File: src/rtl/pwrseq_pkg.sv
package pwrseq_pkg;

  typedef enum logic [1:0] {
    SEQ_IDLE = 2'd0,
    SEQ_RUN  = 2'd1,
    SEQ_OFF  = 2'd2,
    SEQ_ON   = 2'd3
  } seq_state_e;

endpackage

File: src/rtl/pwrseq_tick_timer.sv
module pwrseq_tick_timer #(
  parameter int W = 10
) (
  input  logic         clk,
  input  logic         rst_n,
  input  logic         clear_i,
  input  logic         tick_i,
  input  logic [W-1:0] limit_i,
  output logic         expire_o
);

  logic [W-1:0] cnt_q;
  logic         at_last;

  assign at_last  = (cnt_q == limit_i - W'(1));
  assign expire_o = tick_i && at_last;

  always_ff @(posedge clk or negedge rst_n) begin
    if (!rst_n) begin
      cnt_q <= '0;
    end else if (clear_i) begin
      cnt_q <= '0;
    end else if (tick_i) begin
      cnt_q <= at_last ? '0 : cnt_q + W'(1);
    end
  end

  AST_CNT_BELOW_LIMIT: assert property (@(posedge clk) disable iff (!rst_n)
    cnt_q < limit_i);

  AST_IDLE_HOLDS: assert property (@(posedge clk) disable iff (!rst_n)
    (!tick_i && !clear_i) |=> $stable(cnt_q));

endmodule

File: src/rtl/pwrseq_thermal_latch.sv
module pwrseq_thermal_latch (
  input  logic clk,
  input  logic rst_n,
  input  logic trip_i,
  input  logic cool_i,
  output logic otf_o
);

  logic otf_q;

  always_ff @(posedge clk or negedge rst_n) begin
    if (!rst_n) begin
      otf_q <= 1'b0;
    end else if (trip_i) begin
      otf_q <= 1'b1;
    end else if (cool_i) begin
      otf_q <= 1'b0;
    end
  end

  assign otf_o = otf_q;

  AST_OT_SET: assert property (@(posedge clk) disable iff (!rst_n)
    trip_i |=> otf_o);

  AST_OT_HOLD: assert property (@(posedge clk) disable iff (!rst_n)
    (otf_o && !cool_i) |=> otf_o);

  AST_OT_RELEASE: assert property (@(posedge clk) disable iff (!rst_n)
    (cool_i && !trip_i) |=> !otf_o);

endmodule

File: src/rtl/pwrseq_ovl_fsm.sv
module pwrseq_ovl_fsm
  import pwrseq_pkg::*;
#(
  parameter int OFF_TICKS = 900,
  parameter int ON_TICKS  = 90,
  parameter int W         = 10
) (
  input  logic         clk,
  input  logic         rst_n,
  input  logic         en_i,
  input  logic         clamp_mode_i,
  input  logic         ovl_i,
  input  logic         expire_i,
  output seq_state_e   state_o,
  output logic         olf_o,
  output logic         clear_o,
  output logic [W-1:0] limit_o
);

  seq_state_e st_q, st_d;
  logic       olf_q, olf_d;
  logic       seen_q, seen_d;
  logic       hit;

  assign hit = seen_q || ovl_i;

  always_comb begin
    st_d   = st_q;
    olf_d  = olf_q;
    seen_d = seen_q;
    if (!en_i) begin
      st_d   = SEQ_IDLE;
      olf_d  = 1'b0;
      seen_d = 1'b0;
    end else begin
      case (st_q)
        SEQ_IDLE, SEQ_RUN: begin
          if (clamp_mode_i) begin
            st_d  = SEQ_RUN;
            olf_d = ovl_i;
          end else if (ovl_i) begin
            st_d  = SEQ_OFF;
            olf_d = 1'b1;
          end else begin
            st_d  = SEQ_RUN;
            olf_d = 1'b0;
          end
        end
        SEQ_OFF: begin
          if (clamp_mode_i) begin
            st_d  = SEQ_RUN;
            olf_d = ovl_i;
          end else if (expire_i) begin
            st_d   = SEQ_ON;
            seen_d = 1'b0;
          end
        end
        SEQ_ON: begin
          if (clamp_mode_i) begin
            st_d   = SEQ_RUN;
            olf_d  = ovl_i;
            seen_d = 1'b0;
          end else begin
            seen_d = hit;
            if (expire_i) begin
              seen_d = 1'b0;
              if (hit) begin
                st_d = SEQ_OFF;
              end else begin
                st_d  = SEQ_RUN;
                olf_d = 1'b0;
              end
            end
          end
        end
        default: st_d = SEQ_IDLE;
      endcase
    end
  end

  always_ff @(posedge clk or negedge rst_n) begin
    if (!rst_n) begin
      st_q   <= SEQ_IDLE;
      olf_q  <= 1'b0;
      seen_q <= 1'b0;
    end else begin
      st_q   <= st_d;
      olf_q  <= olf_d;
      seen_q <= seen_d;
    end
  end

  assign clear_o = (st_d != st_q) || (st_q == SEQ_RUN) || (st_q == SEQ_IDLE);
  assign limit_o = (st_q == SEQ_OFF) ? W'(OFF_TICKS) : W'(ON_TICKS);
  assign state_o = st_q;
  assign olf_o   = olf_q;

  AST_DYN_ENTRY: assert property (@(posedge clk) disable iff (!rst_n)
    (en_i && !clamp_mode_i && ovl_i && (st_q == SEQ_RUN || st_q == SEQ_IDLE))
    |=> (st_q == SEQ_OFF && olf_q));

  AST_OFF_FLAGGED: assert property (@(posedge clk) disable iff (!rst_n)
    (st_q == SEQ_OFF) |-> olf_q);

  AST_RETRY: assert property (@(posedge clk) disable iff (!rst_n)
    (en_i && !clamp_mode_i && st_q == SEQ_ON && expire_i && (seen_q || ovl_i))
    |=> (st_q == SEQ_OFF));

  AST_CLEAN_WINDOW: assert property (@(posedge clk) disable iff (!rst_n)
    (en_i && !clamp_mode_i && st_q == SEQ_ON && expire_i && !seen_q && !ovl_i)
    |=> (st_q == SEQ_RUN && !olf_q));

  AST_STATIC_FOLLOW: assert property (@(posedge clk) disable iff (!rst_n)
    (en_i && clamp_mode_i) |=> (olf_q == $past(ovl_i)));

  AST_DISABLE: assert property (@(posedge clk) disable iff (!rst_n)
    !en_i |=> (st_q == SEQ_IDLE && !olf_q));

  AST_MODE_EXIT: assert property (@(posedge clk) disable iff (!rst_n)
    (en_i && clamp_mode_i && (st_q == SEQ_OFF || st_q == SEQ_ON))
    |=> (st_q == SEQ_RUN));

endmodule

File: src/rtl/overload_power_sequencer.sv
module overload_power_sequencer
  import pwrseq_pkg::*;
#(
  parameter int OFF_TICKS = 900,
  parameter int ON_TICKS  = OFF_TICKS / 10
) (
  input  logic clk,
  input  logic rst_n,
  input  logic ms_tick_i,
  input  logic en_i,
  input  logic clamp_mode_i,
  input  logic ovl_i,
  input  logic ot_trip_i,
  input  logic ot_cool_i,
  output logic pwr_en_o,
  output logic ovl_flag_o,
  output logic ot_flag_o
);

  localparam int MAX_TICKS = (OFF_TICKS > ON_TICKS) ? OFF_TICKS : ON_TICKS;
  localparam int W         = $clog2(MAX_TICKS + 1);

  seq_state_e   seq_state;
  logic         tmr_clear;
  logic         tmr_expire;
  logic [W-1:0] tmr_limit;
  logic         otf;

  pwrseq_ovl_fsm #(
    .OFF_TICKS (OFF_TICKS),
    .ON_TICKS  (ON_TICKS),
    .W         (W)
  ) u_fsm (
    .clk          (clk),
    .rst_n        (rst_n),
    .en_i         (en_i),
    .clamp_mode_i (clamp_mode_i),
    .ovl_i        (ovl_i),
    .expire_i     (tmr_expire),
    .state_o      (seq_state),
    .olf_o        (ovl_flag_o),
    .clear_o      (tmr_clear),
    .limit_o      (tmr_limit)
  );

  pwrseq_tick_timer #(
    .W (W)
  ) u_timer (
    .clk      (clk),
    .rst_n    (rst_n),
    .clear_i  (tmr_clear),
    .tick_i   (ms_tick_i),
    .limit_i  (tmr_limit),
    .expire_o (tmr_expire)
  );

  pwrseq_thermal_latch u_thermal (
    .clk    (clk),
    .rst_n  (rst_n),
    .trip_i (ot_trip_i),
    .cool_i (ot_cool_i),
    .otf_o  (otf)
  );

  assign ot_flag_o = otf;
  assign pwr_en_o  = en_i && !otf && (seq_state != SEQ_OFF);

  AST_STATIC_STAYS_ON: assert property (@(posedge clk) disable iff (!rst_n)
    (en_i && clamp_mode_i && !ot_trip_i && !otf) |=> (pwr_en_o || !en_i || ot_flag_o));

endmodule

File: config.mk
export PLATFORM = sky130hd
export DESIGN_NAME = overload_power_sequencer
export DESIGN_NICKNAME = d
export VERILOG_FILES = /design/src/rtl/pwrseq_pkg.sv /design/src/rtl/pwrseq_tick_timer.sv /design/src/rtl/pwrseq_thermal_latch.sv /design/src/rtl/pwrseq_ovl_fsm.sv /design/src/rtl/overload_power_sequencer.sv
export SDC_FILE = /design/constraint.sdc
export NUM_CORES = 1
export LEC_CHECK = 0
export ABC_CLOCK_PERIOD_IN_PS = 2690
export CAP_MARGIN = 20
export CORE_MARGIN = 4
export CORE_UTILIZATION = 46
export DETAILED_ROUTE_END_ITERATION = 8
export GPL_ROUTABILITY_DRIVEN = 0
export GPL_TIMING_DRIVEN = 0
export PLACE_DENSITY = 0.7
export SYNTH_ARGS = -nofsm -noshare
export SYNTH_HDL_FRONTEND = slang
export SYNTH_SLANG_ARGS = --single-unit
File: constraint.sdc
create_clock -name clk -period 2.69 [get_ports clk]
set_input_delay 0.4035 -clock clk [delete_from_list [all_inputs] [get_ports clk]]
set_output_delay 0.4035 -clock clk [all_outputs]
set_load 0.01 [all_outputs]
==> results.yml <==
cts:
  holdBufCountCts: 0
  cts_sinks: 15
  cts_tree: "yes"
  ctsResizeCount: 0
  cts_setup_buffers: 0
  h-tree-depth: 1
  cts_buffers: 3
  worstSkewPairLatency_ps: 280
  root_buffer: "clkbuf_4"
  cts_max_path_buffers: 2
  clk_pin_slew_ps: 80
cells_and_area:
  n_antenna_cell: 0
  fin_cells: 110
  drive_gt1_frac: 0.09574
  post-route-util: 0.5905
  final_common_cell: "dfrtp_1"
  final_cell_mix: "15 x dfrtp_1, 13 x nor2_1, 9 x clkdlybuf4s50_1"
  final_net_count: 104
  syn2layout_area_growth_pct: 17.17
floorplan:
  io_pins: 11
  coreArea_um2: 1577
  die-area_um2: 2456
  core.rowCount: 14
  die_h_um: 49.56
  initial_core_util: 0.5040
  fp.dieW_um: 49.56
worst_setup_path:
  critical_path.slowest_cell: "clkdlybuf4s50_1"
  cp_common_cell: "clkdlybuf4s50_1"
  start_kind: "primary input"
  critPathBufInv: 2
  r2r_start: "u_timer.cnt_q[8]$_DFFE_PN0P_"
  path_delay_family: "buffers and inverters"
  reg2reg_to: "u_fsm.state_o[0]$_DFF_PN0_"
  critical-path-max-stage-delay_ps: 580
  ff2ff_path_depth: 5
  crit_fanout: 6
  path_class: "primary input to output pin"
  crit_path_end_kind: "output pin"
  arrival_ps: 1770
  rrSetupSlack_ps: 990
  path_cells: "clkdlybuf4s50_1, nor3b_1, clkdlybuf4s50_1"
  cp.required_ps: 2290
routing:
  num_vias: 590
  finalWirelength_mm: 1.412
  drt-pass1-iter-count: 3
  drtAntennaViolNets: 0
  drtIter0Drc: 21
  wire_per_inst_um: 12.84
  viasPerCell: 5.364
  drc: 0
synthesis:
  postSynthAreaPerCell_um2: 9.809
  synth_fp_nets: 90
  synth_compound_area_frac: 0.1039
  seq_area_frac_synth: 0.4724
  synthSimpleGateAreaFrac: 0.2583
  synth_top_family_by_area: "simple AND/OR/NAND/NOR gates"
  synth-xor-area-share: 0.09921
  synth.area.mux_share: 0.02520
  ys_warn_count: 0
  synth_area_um2: 794.5
  synth.distinct_cells: 30
  yosys_register_bits: 15
  yosys.area_share.adder: 0.01575
  postSynthCellCount: 81
placement:
  io_buffers: 9
  dpl.hpwl_mm: 1.079
  placed_cells: 106
global_route:
  antenna_found_initial: 0
  track_usage: 0.1298
  grt-busiest-layer: "met2"
  global_route.usage.met2: 0.1828
  grt.met3_usage: 0.03916
  grt_max_degree: 16
  grt_pass1_wl_mm: 2.380
  use_met1: 0.1708
  grt_pass1_vias: 535
  grt.overflow.total: 0
sta:
  clock-skew-final_ps: 3.436
  period_share: 0.8074
  worst_slew_pin_slew_ps: 664.3
  finalMaxSlewViolations: 0
  setup_viol: 0
  setup_tns_ps: 0
  finalCriticalPeriod_ps: 2172
  rsz0062_at_grt: "false"
  fmax_ghz: 0.4604
  slew_headroom: 0.5558
  final-hold-violation-count: 0
  hold_ws_ps: 450.8
power_and_ir_drop:
  leakagePower_uw: 0.0003819
  power_density_nw_per_um2: 429.5
  vdd_drop_max_v: 0.0003096
worst_hold_path:
  hold_depth: 3
  hold_start: "ms_tick_i"
  holdCritPathClass: "primary input to flop"
  hold_end: "u_timer.cnt_q[0]$_DFFE_PN0P_"
run:
  max-cap-violations: 0
outcome:
  status: "finished clean"
-- report_power, final --
part | switching, uW | internal (uW)
Combinational | 18.1 | 19.3
Sequential | 4.12 | 229
Clock | 71.3 | 57.6
Total | 93.5 | 306
-- synth_stat cells (all sizes together) --
library cell / n / area (um^2)
o211ai: 1 / 7.510
nand3: 3 / 20.02
nand2: 7 / 26.28
a31oi: 2 / 12.51
dfrtp: 15 / 375.4
nor3b: 2 / 15.01
or4: 1 / 11.26
nor3: 3 / 26.28
nor2: 13 / 48.80
a21o: 1 / 7.510
mux2i: 2 / 20.02
and4b: 1 / 10.01
nand4: 2 / 12.51
inv: 4 / 15.01
ha: 1 / 12.51
and3: 2 / 13.77
xor2: 3 / 26.28
nor2b: 2 / 12.51
buf: 1 / 5.000
o31ai: 1 / 7.510
and4: 1 / 8.760
a21oi: 2 / 10.01
o21ai: 3 / 15.01
a211oi: 1 / 7.510
o21a: 1 / 15.01
xnor2: 6 / 52.55
-- worst max path at each step --
| stage | from | endpoint | cells after the start |
|---|---|---|---|
| finish | en_i | pwr_en_o | 3 |
| global route | en_i | pwr_en_o | 3 |
| CTS | en_i | pwr_en_o | 3 |
| detailed placement | en_i | pwr_en_o | 3 |
| global placement | en_i | pwr_en_o | 3 |
| floorplan | u_timer.cnt_q[8]$_DFFE_PN0P_ | u_fsm.state_o[0]$_DFF_PN0_ | 5 |
-- registers in the layout, summed over array words and instances, names as in the netlist --
name	count
u_fsm.state_o	2
u_timer.cnt_q	10
u_thermal.otf_o	1
u_fsm.seen_q	1
u_fsm.olf_o	1
-- layout make-up --
type                            instances  area [um^2]
Timing Repair Buffer                    9        90.09
Inverter                                4        15.01
Multi-Input combinational cell         61        399.1
Fill cell                             136        645.6
Sequential cell                        15        375.4
Buffer                                  1        5.005
Tap cell                               16        20.02
Clock buffer                            4        26.28
-- logic make-up after synthesis --
kind of cell             Yosys count
AO/OA/AOI/OAI                     12
multiplexers                       2
AND/OR/NAND/NOR                   37
adder cells (fa/ha/maj)            1
buffers and inverters              5
flip-flops                        15
XOR/XNOR                           9
-- worst reg2reg max path, stage by stage, from the launching register on --
cell     delay (ps)
dfrtp_1         420
or4_4           560
nor3_4          170
o21a_4          180
mux2i_1         170
a21oi_1          80
-- through the flow --
stage                     setup WS (ps)  instance area [um^2]  total power, uW
after floorplan                    1076                 794.5            252.4
after global placement            514.3                 904.6            275.8
after detailed placement          510.9                 904.6            276.1
after CTS                         502.7                 930.9            406.0
after global routing              421.6                 930.9            422.3
final                             518.1                 930.9            399.9
-- routing by layer --
layer	wire length (um)	vias to the layer above
li1	-	308
met1	690	273
met2	655	5
met3	42	4
met4	25	0
met5	0	-
Power figures use the tool's default switching activity.
